File: src/rtl/wf_pkg.sv
package wf_pkg;
  localparam int unsigned WF_LEN_W = 32;

  typedef logic [WF_LEN_W-1:0] wf_len_t;

  typedef enum logic [1:0] {
    WF_IDLE  = 2'd0,
    WF_PASS  = 2'd1,
    WF_DRAIN = 2'd2
  } wf_state_e;

  // Header and payload must fit inside the image; sum one bit wider so it cannot wrap.
  function automatic logic regions_fit(input wf_len_t hdr, input wf_len_t pay, input wf_len_t img);
    logic [WF_LEN_W:0] sum;
    sum = {1'b0, hdr} + {1'b0, pay};
    return sum <= {1'b0, img};
  endfunction

  // Exclusive end offset of the forwarded window.
  function automatic wf_len_t window_end(input wf_len_t hdr, input wf_len_t pay, input wf_len_t img);
    return (pay == '0) ? img : (hdr + pay);
  endfunction

  function automatic logic in_window(input wf_len_t pos, input wf_len_t lo, input wf_len_t hi);
    return (pos >= lo) && (pos < hi);
  endfunction
endpackage

File: src/rtl/wf_len_check.sv
module wf_len_check
  import wf_pkg::*;
(
  input  wf_len_t hdr_i,
  input  wf_len_t pay_i,
  input  wf_len_t img_i,
  output logic    fit_o,
  output wf_len_t end_o
);
  always_comb begin
    fit_o = regions_fit(hdr_i, pay_i, img_i);
    end_o = window_end(hdr_i, pay_i, img_i);
  end

  // a fitting request never yields a window end below its header start
  always_comb begin
    if (fit_o) begin
      p_end_no_wrap_r11: assert (end_o >= hdr_i && end_o <= img_i)
        else $error("window end wrapped");
    end
  end
endmodule

File: src/rtl/wf_seq.sv
module wf_seq
  import wf_pkg::*;
(
  input  logic      clk,
  input  logic      rst_n,
  input  logic      start_i,
  input  logic      fit_i,
  input  wf_len_t   hdr_i,
  input  wf_len_t   end_i,
  input  logic      beat_i,
  input  logic      last_i,
  output wf_state_e state_o,
  output wf_len_t   pos_o,
  output wf_len_t   hdr_q_o,
  output wf_len_t   end_q_o,
  output logic      busy_o,
  output logic      err_o,
  output logic      done_o
);
  wf_state_e state_q;
  wf_len_t   pos_q, hdr_q, end_q;
  logic      err_q, done_q;

  wire start_take = start_i && (state_q == WF_IDLE);
  wire last_take  = beat_i && last_i && (state_q != WF_IDLE);

  always_ff @(posedge clk or negedge rst_n) begin
    if (!rst_n) begin
      state_q <= WF_IDLE;
      pos_q   <= '0;
      hdr_q   <= '0;
      end_q   <= '0;
      err_q   <= 1'b0;
      done_q  <= 1'b0;
    end else begin
      done_q <= last_take;
      if (start_take) begin
        state_q <= fit_i ? WF_PASS : WF_DRAIN;
        pos_q   <= '0;
        hdr_q   <= hdr_i;
        end_q   <= end_i;
        err_q   <= !fit_i;
      end else if (beat_i && state_q != WF_IDLE) begin
        if (pos_q != '1) pos_q <= pos_q + 1'b1;
        if (last_i) state_q <= WF_IDLE;
      end
    end
  end

  assign state_o = state_q;
  assign pos_o   = pos_q;
  assign hdr_q_o = hdr_q;
  assign end_q_o = end_q;
  assign busy_o  = (state_q != WF_IDLE);
  assign err_o   = err_q;
  assign done_o  = done_q;

  p_done_after_last_r9: assert property (@(posedge clk) disable iff (!rst_n)
    last_take |=> (done_o && !busy_o));

  p_done_single_r9: assert property (@(posedge clk) disable iff (!rst_n)
    done_o |=> !done_o);

  p_start_ignored_r10: assert property (@(posedge clk) disable iff (!rst_n)
    (busy_o && start_i) |=> ($stable(hdr_q) && $stable(end_q)));

  p_pos_step_r4: assert property (@(posedge clk) disable iff (!rst_n)
    (beat_i && busy_o && !last_i && !start_i && pos_q != '1) |=> (pos_q == $past(pos_q) + 1'b1));
endmodule

File: src/rtl/wf_steer.sv
module wf_steer
  import wf_pkg::*;
#(
  parameter int unsigned DATA_W = 8
) (
  input  logic              clk,
  input  logic              rst_n,
  input  wf_state_e         state_i,
  input  wf_len_t           pos_i,
  input  wf_len_t           hdr_q_i,
  input  wf_len_t           end_q_i,
  input  logic              in_valid_i,
  input  logic [DATA_W-1:0] in_data_i,
  input  logic              in_last_i,
  output logic              in_ready_o,
  output logic              out_valid_o,
  output logic [DATA_W-1:0] out_data_o,
  output logic              out_last_o,
  input  logic              out_ready_i,
  output logic              beat_o
);
  logic fwd_win, at_tail, busy;

  always_comb begin
    busy        = (state_i != WF_IDLE);
    fwd_win     = (state_i == WF_PASS) && in_window(pos_i, hdr_q_i, end_q_i);
    at_tail     = (pos_i == end_q_i - 1'b1);
    out_valid_o = in_valid_i && fwd_win;
    out_data_o  = in_data_i;
    out_last_o  = out_valid_o && (in_last_i || at_tail);
    in_ready_o  = busy && (fwd_win ? out_ready_i : 1'b1);
    beat_o      = in_valid_i && in_ready_o;
  end

  p_idle_quiet_r1: assert property (@(posedge clk) disable iff (!rst_n)
    (state_i == WF_IDLE) |-> (!in_ready_o && !out_valid_o));

  p_hdr_sink_r2: assert property (@(posedge clk) disable iff (!rst_n)
    (busy && in_valid_i && pos_i < hdr_q_i) |-> (in_ready_o && !out_valid_o));

  p_tail_sink_r6: assert property (@(posedge clk) disable iff (!rst_n)
    (state_i == WF_PASS && in_valid_i && pos_i >= end_q_i) |-> (in_ready_o && !out_valid_o));

  p_drain_silent_r8: assert property (@(posedge clk) disable iff (!rst_n)
    (state_i == WF_DRAIN) |-> !out_valid_o);
endmodule

File: src/rtl/img_window_filter.sv
module img_window_filter
  import wf_pkg::*;
#(
  parameter int unsigned DATA_W = 8
) (
  input  logic              clk,
  input  logic              rst_n,
  input  logic              start_i,
  input  logic [31:0]       hdr_len_i,
  input  logic [31:0]       pay_len_i,
  input  logic [31:0]       img_len_i,
  input  logic              in_valid_i,
  input  logic [DATA_W-1:0] in_data_i,
  input  logic              in_last_i,
  output logic              in_ready_o,
  output logic              out_valid_o,
  output logic [DATA_W-1:0] out_data_o,
  output logic              out_last_o,
  input  logic              out_ready_i,
  output logic              busy_o,
  output logic              done_o,
  output logic              err_o
);
  logic      fit_w, beat_w;
  wf_len_t   end_w, pos_w, hdr_q_w, end_q_w;
  wf_state_e state_w;

  wf_len_check u_chk (
    .hdr_i (hdr_len_i),
    .pay_i (pay_len_i),
    .img_i (img_len_i),
    .fit_o (fit_w),
    .end_o (end_w)
  );

  wf_seq u_seq (
    .clk     (clk),
    .rst_n   (rst_n),
    .start_i (start_i),
    .fit_i   (fit_w),
    .hdr_i   (hdr_len_i),
    .end_i   (end_w),
    .beat_i  (beat_w),
    .last_i  (in_last_i),
    .state_o (state_w),
    .pos_o   (pos_w),
    .hdr_q_o (hdr_q_w),
    .end_q_o (end_q_w),
    .busy_o  (busy_o),
    .err_o   (err_o),
    .done_o  (done_o)
  );

  wf_steer #(.DATA_W(DATA_W)) u_steer (
    .clk         (clk),
    .rst_n       (rst_n),
    .state_i     (state_w),
    .pos_i       (pos_w),
    .hdr_q_i     (hdr_q_w),
    .end_q_i     (end_q_w),
    .in_valid_i  (in_valid_i),
    .in_data_i   (in_data_i),
    .in_last_i   (in_last_i),
    .in_ready_o  (in_ready_o),
    .out_valid_o (out_valid_o),
    .out_data_o  (out_data_o),
    .out_last_o  (out_last_o),
    .out_ready_i (out_ready_i),
    .beat_o      (beat_w)
  );

  p_err_no_output_r8: assert property (@(posedge clk) disable iff (!rst_n)
    err_o |-> !out_valid_o);

  p_last_needs_valid_r7: assert property (@(posedge clk) disable iff (!rst_n)
    out_last_o |-> out_valid_o);
endmodule

File: config.mk
export PLATFORM = sky130hd
export DESIGN_NAME = img_window_filter
export DESIGN_NICKNAME = d
export VERILOG_FILES = /design/src/rtl/wf_pkg.sv /design/src/rtl/wf_len_check.sv /design/src/rtl/wf_seq.sv /design/src/rtl/wf_steer.sv /design/src/rtl/img_window_filter.sv
export SDC_FILE = /design/constraint.sdc
export NUM_CORES = 1
export LEC_CHECK = 0
export BUFFER_PORTS_ARGS = -buffer_cell sky130_fd_sc_hd__buf_2
export CAP_MARGIN = 20
export CORE_MARGIN = 5
export CORE_UTILIZATION = 45
export CTS_BUF_LIST = sky130_fd_sc_hd__clkbuf_8
export DETAILED_ROUTE_END_ITERATION = 16
export GPL_TIMING_DRIVEN = 0
export PLACE_DENSITY = 0.73
export SLEW_MARGIN = 10
export SYNTH_ARGS = -nofsm -noshare
export SYNTH_HDL_FRONTEND = slang
export SYNTH_SLANG_ARGS = --single-unit
File: constraint.sdc
create_clock -name clk -period 7.5 [get_ports clk]
set_clock_uncertainty 0.1 [all_clocks]
set_input_delay 0.375 -clock clk [delete_from_list [all_inputs] [get_ports clk]]
set_output_delay 0.375 -clock clk [all_outputs]
set_load 0.02 [all_outputs]
After elaboration in Yosys (flattened, before gate mapping):

Cells that the tools add are included.

* logic and storage cells: 45
* bits in registers: 100
* bits of input ports: 110
* output and inout bits: 14

* eq/ne operators: 3
* magnitude comparators: 3
* reductions and logical operators: 20
* add/sub/neg operators: 4
* mux-type cells: 9

Operators with widths (count)
* $mux W32: 4
* $add A32 B32 Y33: 1
* $le A33 B32 Y1: 1
* $add A32 B1 Y32 const B: 1
* $add A32 B32 Y32: 1
* $eq A32 B32 Y1: 1
* $ge A32 B32 Y1: 1
* $logic_not A32 Y1: 1
* $lt A32 B32 Y1: 1
* $ne A32 B32 Y1 const B: 1
* $sub A32 B1 Y32 const B: 1
* $logic_and A1 B1 Y1: 10
* $mux W2: 4
* $reduce_bool A2 Y1: 4
* $reduce_and A2 Y1: 2
* $eq A2 B1 Y1 const B: 1
* $logic_not A2 Y1: 1
* $logic_not A1 Y1: 1
* $logic_or A1 B1 Y1: 1
* $mux W1: 1

Logic depth before layout (Yosys ltp):

Gate-level depths: netlist of run 1.

* depth in word-level cells: 9
* mapped depth: 20
* depth with buffers taken out: 20

Cells and area by module:

A second synthesis of run 1 with hierarchy kept.

* cells, all modules: 1286
* area total of the unflattened synthesis: 10296.1 um^2

By module, submodules not included
* wf_seq: instances 1, cells each 493, seq. area each 2502.4 um^2, area an instance 4399.2 um^2
* wf_len_check: instances 1, cells each 424, seq. area each 0.0 um^2, area an instance 3104.2 um^2
* wf_steer: instances 1, cells each 369, seq. area each 0.0 um^2, area an instance 2792.7 um^2

Worst setup path after synthesis of run 1:

OpenSTA, ideal clock, no wires.

* path kind: input to register
* start point: input port hdr_len_i[0]
* end point: register u_seq.state_q[1], in the netlist u_seq.state_o[1]
* path slack: 3.019 ns
* stages: 20
* arrival: 4.260 ns
* required time: 7.279 ns
* path through: ha_1 -> inv_1 -> fa_1 -> nand2b_1 -> a21oi_1 -> o311a_1 -> a41oi_1 -> o211ai_1 -> o21a_1 -> nor2_1 -> xnor2_1 -> ha_1 -> a21oi_1 -> o22ai_1 -> o21ai_0 -> a21oi_1 -> or4b_2 -> a41oi_1 -> o22ai_1 -> a22o_1

* cells in the longest elaborated chain, start to end: 4

RTL lines
* start: declaration: line img_window_filter.sv:9 `input logic [31:0] hdr_len_i,`
* $add A32 B32 Y33: line wf_pkg.sv:15 `sum = {1'b0, hdr} + {1'b0, pay};`
* $le A33 B32 Y1: line wf_pkg.sv:16 `return sum <= {1'b0, img};`
* $mux W2: line wf_seq.sv:38 `state_q <= fit_i ? WF_PASS : WF_DRAIN;`
* $mux W2: line wf_seq.sv:37 `if (start_take) begin`
* end signal: assignment: line wf_seq.sv:38
* end: declaration: line wf_seq.sv:20 `wf_state_e state_q;`

No other way between the ends.
A chain may end at the register's enable or synchronous reset.

Worst setup path after layout of run 1:

Ends and elaborated chain as after synthesis.

==> metrics.txt, run 1 <==
PwrDens=approximately 230 nW/µm²; setup slack after layout=approximately 2.4 ns; drt total wl=30.3 mm; hpwl dp=around 25 mm; synth cell count leaders=ha_1, inv_1, nand2_1; Remaining Overflow, GRT=0; library cells used by synthesis=89; Critical Path Start Type=primary input; met3 WL post-DR=1.87 mm; number of global-route vias before repair=slightly above 9000; most common cell in the netlist=ha_1; max-cap violations=0; Tcrit/Tclk final=0.681; Rows=54; clk root buf=clkbuf_8; synthesized area=between 9000 and 10000 µm²; M1 WL=between 10 and 15 mm; clk slew on worst S/H paths=around 0.12 ns; Async SR Flop Fraction=1.00; setup TNS=0 ns; CTS Sinks=100; Die ar.=25100 µm²; fin nets=around 1600; initial antenna violation count=0; first-pass GRT wire length=~48 mm; Vias/cell=5.93; I/O pins=between 100 and 150; ys flop type=dfrtp_1; Synth area leader=dfrtp_1; layout cell share with drive strength beyond 1=0.127; WL met2=roughly 14 mm; Multi-input gate area=approximately 6700 µm²; post-CTS setup buffers=0; Arr. time, crit path=roughly 5.3 ns; register area=2500 µm²; sequential-to-total area share from yosys stat=0.252; wire length per cell=~18 µm; Rel. slew slack=0.402; highest metal used=met4; Core Footprint=around 22000 µm²; EDFF count, synth=0; Synth Register Bits=100; Longest Clk Path Bufs=2; Place WS=between 2 and 2.5 ns; Pleak=roughly 5.3 nW; kind of critical path=in2reg; ranking of synthesized cells by area=dfrtp_1, ha_1, a21oi_1; Num CTS Buffers=9; number of fill cells=2079; fmax=196 MHz; GPL Wtd Cong=between 0.9 and 1; Die Y-Extent=159 µm; Total Power=~2.6 mW; Design Area, Final=around 11000 µm²; Initial Util=0.456; HP Class=in2reg; CP Max Fanout=5; GRT Total Usage=0.240; DP Area=approximately 11000 µm²; Max VDD drop=0.000111 V; PortBufs=115; Slew Limit Fails=0; warnings from Yosys=0; via total after detailed routing=between 9000 and 10000; die width=between 150 and 200 µm; actual slew at the worst max-slew pin=0.897 ns; Worst-Skew Late Latency=0.40 ns; Final min period=5.11 ns; Synthesized Nets=around 1500; final setup fails=0; DR DRC count=0; # diodes=0; RSZ-0062 raised after global routing=no; CTS H-tree depth=3; status=complete, no violations; Yosys top cell area share=0.252; CTS tree=yes; Avg Cell Area, Syn=8.10 µm²; largest net degree at the start of global routing=56; DRT iter0 DRCs=approximately 860; cells after synthesis=roughly 1200; Antenna Nets Post-Route=0; CP required=7.68 ns; area delta synth->final=11.8%; final hold violations=0; post-CTS resize count=0; router iterations before antenna repair=5; CP Capture Type=register
[cells in the final DEF (no fill, tap or decap), types with 9 or more instances in the layout]
cell,count
ha_1,130
buf_2,118
inv_1,116
nand2_1,101
dfrtp_1,100
a21oi_1,91
o21ai_0,90
nor2_1,70
nand3_1,45
xnor2_1,39
nand4_1,37
clkbuf_1,35
nor3_1,29
a21o_1,26
a211oi_1,25
xor2_1,24
nor4_1,19
and3_1,18
mux2i_1,16
o211ai_1,15
or3_1,15
and4_1,14
and2_1,11
buf_4,10
clkbuf_8,10
nand2b_1,9
[stage by stage]
stage	utilization	hold WS, ns	std cells
6_report	0.510	0.0956	1638
5_1_grt	0.510	0.121	1638
4_1_cts	0.510	0.0891	1638
3_5_place_dp	0.500	0.246	1621
3_3_place_gp	0.499	0.374	1620
2_1_floorplan	-	-0.0206	1225
[critical path, cell delays in order]
cell      delay, ns
buf_2          0.10
ha_1           0.20
inv_1          0.07
fa_1           0.40
nand2b_1       0.19
a21oi_1        0.20
o311a_1        0.32
a22o_1         0.25
o21ai_0        0.13
o21ai_0        0.23
xnor2_1        0.23
ha_1           0.31
a21o_1         0.18
a21o_1         0.19
a211oi_1       0.36
o31ai_1        0.13
or4b_2         0.70
a41oi_1        0.33
o22ai_1        0.17
a22o_1         0.22
[routing by layer]
layer | track usage | vias up
met5 | 0 | -
met4 | 0.0804 | 0
met3 | 0.0239 | 60
met2 | 0.396 | 365
met1 | 0.329 | 4536
li1 | - | 4746
[final timing paths]
| path | startpoint | to | slack, ns | cells past startpoint |
|---|---|---|---|---|
| min reg2reg | u_seq.hdr_q_o[0] | u_seq.hdr_q_o[0] | 0.41 | 2 |
| min | hdr_len_i[0] | u_seq.hdr_q_o[0] | 0.1 | 3 |
| min in group asynchronous | rst_n | u_seq.end_q_o[4] | 0.39 | 2 |
| max reg2reg | u_seq.end_q_o[15] | u_seq.pos_o[25] | 4.00 | 12 |
| max in group asynchronous | rst_n | u_seq.hdr_q_o[11] | 6.29 | 3 |
| max | hdr_len_i[0] | u_seq.state_o[1] | 2.39 | 20 |
[flip-flops by register name, summed over array words and instances (netlist names)]
name,cells
u_seq.hdr_q_o,32
u_seq.done_o,1
u_seq.end_q_o,32
u_seq.pos_o,32
u_seq.err_o,1
u_seq.state_o,2
[kinds of logic (layout without fill, tap and decap cells)]
family	count (synthesis)	count (layout)	share of synthesized area
muxes	16	16	0.0161
xor gates and xnor gates	63	63	0.0556
adders and majority gates	131	131	0.166
and+or+nand+nor	406	406	0.218
buffers and inverters	171	304	0.0720
AOI/OAI and AO/OA	338	338	0.220
DFF	100	100	0.252
[power breakdown]
part / leakage (nW) / switching, mW / internal, mW
sequential: 1.25 / 0.171 / 0.718
clock: 0.103 / 0.222 / 0.140
combinational: 3.97 / 0.829 / 0.506
[area by class of cell]
type                       count  area share
multi-input combinational    954       0.605
clock buffer                  10      0.0124
timing repair buffer         117      0.0558
inverter                     117      0.0396
buffer                        54      0.0248
tap                          280      0.0316
sequential                   100       0.226
clock inverter                 6     0.00564
[timing repair]
action / 4_1_cts / 5_1_grt
endpoints found under the hold margin: 45 / 0
hold buffers: 1 / 0
endpoints found under the setup margin: 0 / 0
Note: power is estimated with default switching activity, not from simulation.
==> inputs of run 2 (changes only) <==
clock period = 4.78 ns   (was 7.5 ns; I/O delays follow)
==> metrics.txt, run 2 (synthesized netlist as in run 1, its figures left out) <==
Place WS=-0.470 ns (-2.58 ns); Rows=54 (unchanged); initial antenna violation count=0 (unchanged); CTS tree=yes; PortBufs=115 (unchanged); Rel. slew slack=0.410 (+0.00790); clk root buf=clkbuf_8; wire length per cell=18.4 µm (-0.24%); I/O pins=124 (unchanged); CP required=4.96 ns (-2.72 ns); HP Class=in2reg; Slew Limit Fails=0 (unchanged); Int Pwr=2.15 mW (+58%); hpwl dp=25.0 mm (unchanged); GPL Wtd Cong=0.946 (unchanged); WP buf/inv=2 (unchanged); Worst-Skew Late Latency=0.40 ns (about the same); Die ar.=25100 µm² (unchanged); layout cell share with drive strength beyond 1=0.131 (+0.00361); CTS H-tree depth=3 (unchanged); Core Footprint=21800 µm² (unchanged); max-cap violations=0 (unchanged); Remaining Overflow, GRT=0 (unchanged); most common cell after layout, fill and taps aside=ha_1; CTS Sinks=100 (unchanged); slowest CP cell=or4b_2; Antenna Nets Post-Route=0 (unchanged); met1 Use GR=0.330 (+0.00130); Comb pwr share=0.518 (+0.002); Total Power=4.08 mW (+58%); CP Max Fanout=5 (unchanged); PwrDens=362 nW/µm² (+55%); Seq pwr share=0.342 (-0.002); die width=159 µm (unchanged); status=complete, but fails checks; most frequent cells in the layout=ha_1, buf_2, inv_1; RSZ-0062 raised after global routing=no; Critical Path Start Type=primary input; Sw Share=0.472 (about the same); first-pass GRT wire length=48.2 mm (+0.75%); actual slew at the worst max-slew pin=0.885 ns (-0.0118 ns); router iterations before antenna repair=5 (unchanged); grt met2 use=0.400 (+0.00363); clk slew on worst S/H paths=0.13 ns (about the same); DR DRC count=0 (unchanged); Num CTS Buffers=9 (unchanged); grt met3 use=0.0239 (unchanged); # diodes=0 (unchanged); final hold violations=1 (+1); family with the most delay on the worst path=compound AO/OA/AOI/OAI gates; Vias/cell=5.91 (-0.19%); GRT Total Usage=0.241 (+0.00174); Die Y-Extent=159 µm (unchanged); CP Capture Type=register; crit path cell chain=buf_2 -> ha_1 -> inv_1 -> fa_1 -> nand2b_1 -> a21oi_1 -> o311a_1 -> a22o_1 -> o21ai_0 -> o21ai_1 -> xnor2_1 -> ha_1 -> a21o_1 -> a21o_1 -> a211oi_2 -> o31ai_1 -> or4b_2 -> a41oi_2 -> o22ai_1 -> a22o_1; Tcrit/Tclk final=0.974; area delta synth->final=13.5%; Initial Util=0.456 (unchanged); WHS=-0.00399 ns (-0.0996 ns); setup slack after layout=0.124 ns (-2.27 ns); slowest stage delay, CP=0.71 ns (about the same); final setup fails=0 (unchanged); Final min period=roughly 4.7 ns; clock share of power=0.140 (about the same); DRT iter0 DRCs=953 (+11%); drt total wl=30.5 mm (+0.73%); gr busiest metal=met2; violated checks=negative hold slack; fin cells=1654 (+0.98%); Longest Clk Path Bufs=2 (unchanged); Post-Place Cells=1621 (unchanged); number of global-route vias before repair=9390 (+1.1%); Pleak=5.40 nW (+1.4%); Arr. time, crit path=4.84 ns (-0.45 ns); via total after detailed routing=9783 (+0.78%); largest net degree at the start of global routing=56 (unchanged); fin nets=1610 (+1.0%); Psw=1.93 mW (+58%); fmax=215 MHz; kind of critical path=in2reg; Max VDD drop=0.000178 V (+60%)
## run 2: area by class of cell
| type | instances | area (µm²) |
|---|---|---|
| sequential | 100 | 2500 |
| buffer | 54 | 275 |
| timing repair buffer | 133 | 769 |
| fill | 2069 | 10500 |
| multi-input combinational | 954 | 6730 |
| clock buffer | 10 | 138 |
| tap | 280 | 350 |
| clock inverter | 6 | 62.6 |
| inverter | 117 | 439 |
## run 2: metal layers
| metal | vias up | routed length [µm] |
|---|---|---|
| li1 | 4785 | - |
| met1 | 4564 | 13400 |
| met2 | 364 | 14100 |
| met3 | 70 | 1870 |
| met4 | 0 | 1060 |
| met5 | - | 0 |
## run 2: timing repair
action | CTS | global route
endpoints found under the setup margin | 3 | 3
hold buffers | 13 | 0
gates resized for setup | 1 | 3
pin swaps | 0 | 4
endpoints found under the hold margin | 57 | 0
buffers inserted | 0 | 4
## run 2: stage by stage
stage,instance area (µm²),setup TNS (ns),hold slack [ns],utilization
6_report,11300,0,-0.00399,0.518
5_1_grt,11300,0,0.00861,0.518
4_1_cts,11200,0,0.00148,0.516
3_5_place_dp,10900,-1.32,0.110,0.500
3_3_place_gp,10900,-1.28,0.361,0.499
2_1_floorplan,9930,0,-0.157,-
## run 2: worst reg2reg max path, stage by stage (launching register included)
cell and delay, ns:
dfrtp_1 0.48, inv_1 0.16, ha_1 0.35, a2111oi_0 0.47, o21ai_0 0.16, o22a_1 0.20
o211ai_1 0.41, o2111ai_4 0.32, nand2_4 0.15, buf_4 0.19, buf_6 0.17, o21ai_0 0.11
a21oi_1 0.14
## run 2: worst paths after layout
| kind | slack (ns) | start | end | cells after the start |
|---|---|---|---|---|
| worst min register to register | 0.42 | u_seq.hdr_q_o[0] | u_seq.hdr_q_o[0] | 2 |
| worst max-delay path | 0.12 | hdr_len_i[0] | u_seq.state_o[1] | 20 |
| max in group asynchronous | 3.70 | rst_n | u_seq.hdr_q_o[11] | 3 |
| worst min-delay path | -0.004 | hdr_len_i[31] | u_seq.hdr_q_o[31] | 3 |
| min in group asynchronous | 0.26 | rst_n | u_seq.end_q_o[1] | 2 |
| worst max register to register | 1.29 | u_seq.end_q_o[15] | u_seq.pos_o[25] | 12 |
## run 2: power by group through the flow
stage / Sequential [mW] / Combinational, mW / Clock (mW)
3_3_place_gp: 1.39 / 1.99 / 0
4_1_cts: 1.39 / 2.09 / 0.568
2_1_floorplan: 1.33 / 1.48 / 0
6_report: 1.40 / 2.11 / 0.571
5_1_grt: 1.43 / 2.39 / 0.604
3_5_place_dp: 1.41 / 2.06 / 0
==> inputs of run 3 (changes only) <==
clock period = 4.5 ns   (was 4.78 ns; I/O delays follow)
==> metrics.txt, run 3 (synthesized netlist as in run 1, its figures left out) <==
HP Class=in2reg; PwrDens=381 nW/µm² (+5.1%); final hold violations=0 (-1); CP Capture Type=register; hold_sp=img_len_i[24]; fin cells=1663 (+0.54%); GRT Total Usage=0.243 (+0.00139); area delta synth->final=15.3%; wire length per cell=18.5 µm (+0.52%); initial antenna violation count=0 (unchanged); Slew Limit Fails=0 (unchanged); Arr. time, crit path=4.58 ns (-0.26 ns); CTS Sinks=100 (unchanged); largest net degree at the start of global routing=56 (unchanged); Rel. slew slack=0.401 (-0.00871); setup slack, reg-to-reg=1.04 ns (-0.25 ns); router iterations before antenna repair=5 (unchanged); worst reg2reg path startpoint=u_seq.end_q_o[15]; Critical Path Start Type=primary input; FF-to-FF path depth=12 (unchanged); Post-Place Cells=1621 (unchanged); CTS tree=yes; CP Max Fanout=3 (-2); first-pass GRT wire length=48.5 mm (+0.62%); CP Launch Point=hdr_len_i[0]; CP endpoint=u_seq.err_o; die width=159 µm (unchanged); clk slew on worst S/H paths=0.12 ns (about the same); Tcrit/Tclk final=0.979; Rows=54 (unchanged); DRT iter0 DRCs=905 (-5.0%); actual slew at the worst max-slew pin=0.898 ns (+0.0131 ns); Core Footprint=21800 µm² (unchanged); hpwl dp=25.0 mm (unchanged); CTS H-tree depth=3 (unchanged); # diodes=0 (unchanged); GPL Wtd Cong=0.946 (unchanged); PortBufs=115 (unchanged); Total Power=4.35 mW (+6.7%); number of global-route vias before repair=9476 (+0.92%); I/O pins=124 (unchanged); worst r2r dst=u_seq.pos_o[25]; most common cell after layout, fill and taps aside=ha_1; DR DRC count=0 (unchanged); Pleak=5.47 nW (+1.3%); Initial Util=0.456 (unchanged); drt total wl=30.8 mm (+1.1%); layout cell share with drive strength beyond 1=0.137 (+0.00638); Num CTS Buffers=9 (unchanged); RSZ-0062 raised after global routing=no; WHS=0.00262 ns (+0.00661 ns); CP required=4.68 ns (-0.28 ns); fmax=227 MHz; clk root buf=clkbuf_8; Final min period=4.40 ns; Die ar.=25100 µm² (unchanged); Antenna Nets Post-Route=0 (unchanged); Vias/cell=5.96 (+0.80%); fin nets=1619 (+0.56%); Longest Clk Path Bufs=2 (unchanged); Die Y-Extent=159 µm (unchanged); via total after detailed routing=9915 (+1.3%); Max VDD drop=0.000186 V (+4.5%); Remaining Overflow, GRT=0 (unchanged); most frequent cells in the layout=ha_1, buf_2, inv_1; final setup fails=0 (unchanged); Worst-Skew Late Latency=0.40 ns (about the same); max-cap violations=0 (unchanged); kind of critical path=in2reg; status=complete, no violations
run 3: changes by cell type in the layout (fill, tap and decap cells not counted), sizes merged:
cell / before / now
buf: 139 / 138
dlygate4sd3: 13 / 24
clkbuf: 45 / 44
run 3: per-layer routing:
metal,share of wire,GRT usage,vias to the layer above
met5,0,0,-
met4,0.032,0.0869,0
met3,0.061,0.0245,62
met2,0.47,0.401,375
li1,-,-,4795
met1,0.44,0.332,4683
run 3: cell type report:
type	count	area (µm²)
fillers	2047	10300
multi-input cells	954	6810
flip-flops and latches	100	2500
repair buffers	143	872
inverters	117	439
well taps	280	350
plain buffers	53	272
clock buffers	10	138
clock inverters	6	62.6
run 3: worst min path at each step:
stage                             end  depth (start not counted)
floorplan                u_seq.done_o                          0
global placement     u_seq.hdr_q_o[0]                          3
detailed placement    u_seq.pos_o[27]                          1
CTS                 u_seq.hdr_q_o[18]                          3
global route        u_seq.hdr_q_o[14]                          3
finish              u_seq.end_q_o[24]                          3
run 3: timing repair:
| action | CTS | global route |
|---|---|---|
| pin swaps | 5 | 5 |
| resized for setup | 5 | 13 |
| endpoints found under the hold margin | 68 | 0 |
| cloned | 0 | 0 |
| setup endpoints to repair | 3 | 3 |
| buffers inserted | 3 | 0 |
| hold buffers | 24 | 0 |
run 3: critical path: stages:
cell and delay [ns]:
buf_2 0.11, ha_1 0.23, inv_1 0.08, fa_1 0.20, nand2b_1 0.16, a21oi_2 0.08
o311a_4 0.41, a22o_4 0.25, o21ai_2 0.17, o21ai_2 0.09, xnor2_2 0.22, ha_1 0.29
a21o_1 0.18, a21o_1 0.20, a211oi_2 0.25, o31ai_1 0.11, or4b_2 0.71, a41oi_2 0.27
o221a_2 0.28, nor2_1 0.06
run 3: per-stage QoR:
stage	util	cell area [µm²]	TNS (ns)	setup slack, ns
floorplan	-	9930	0	0.169
global placement	0.499	10900	-2.08	-0.730
detailed placement	0.500	10900	-2.12	-0.736
CTS	0.523	11400	0	0.0553
global route	0.526	11400	0	0.00471
finish	0.526	11400	0	0.0952
run 3: power by group:
part	internal, mW	switching, mW	leakage [nW]
logic	0.872	1.40	4.11
registers	1.20	0.285	1.25
clock network	0.233	0.367	0.103
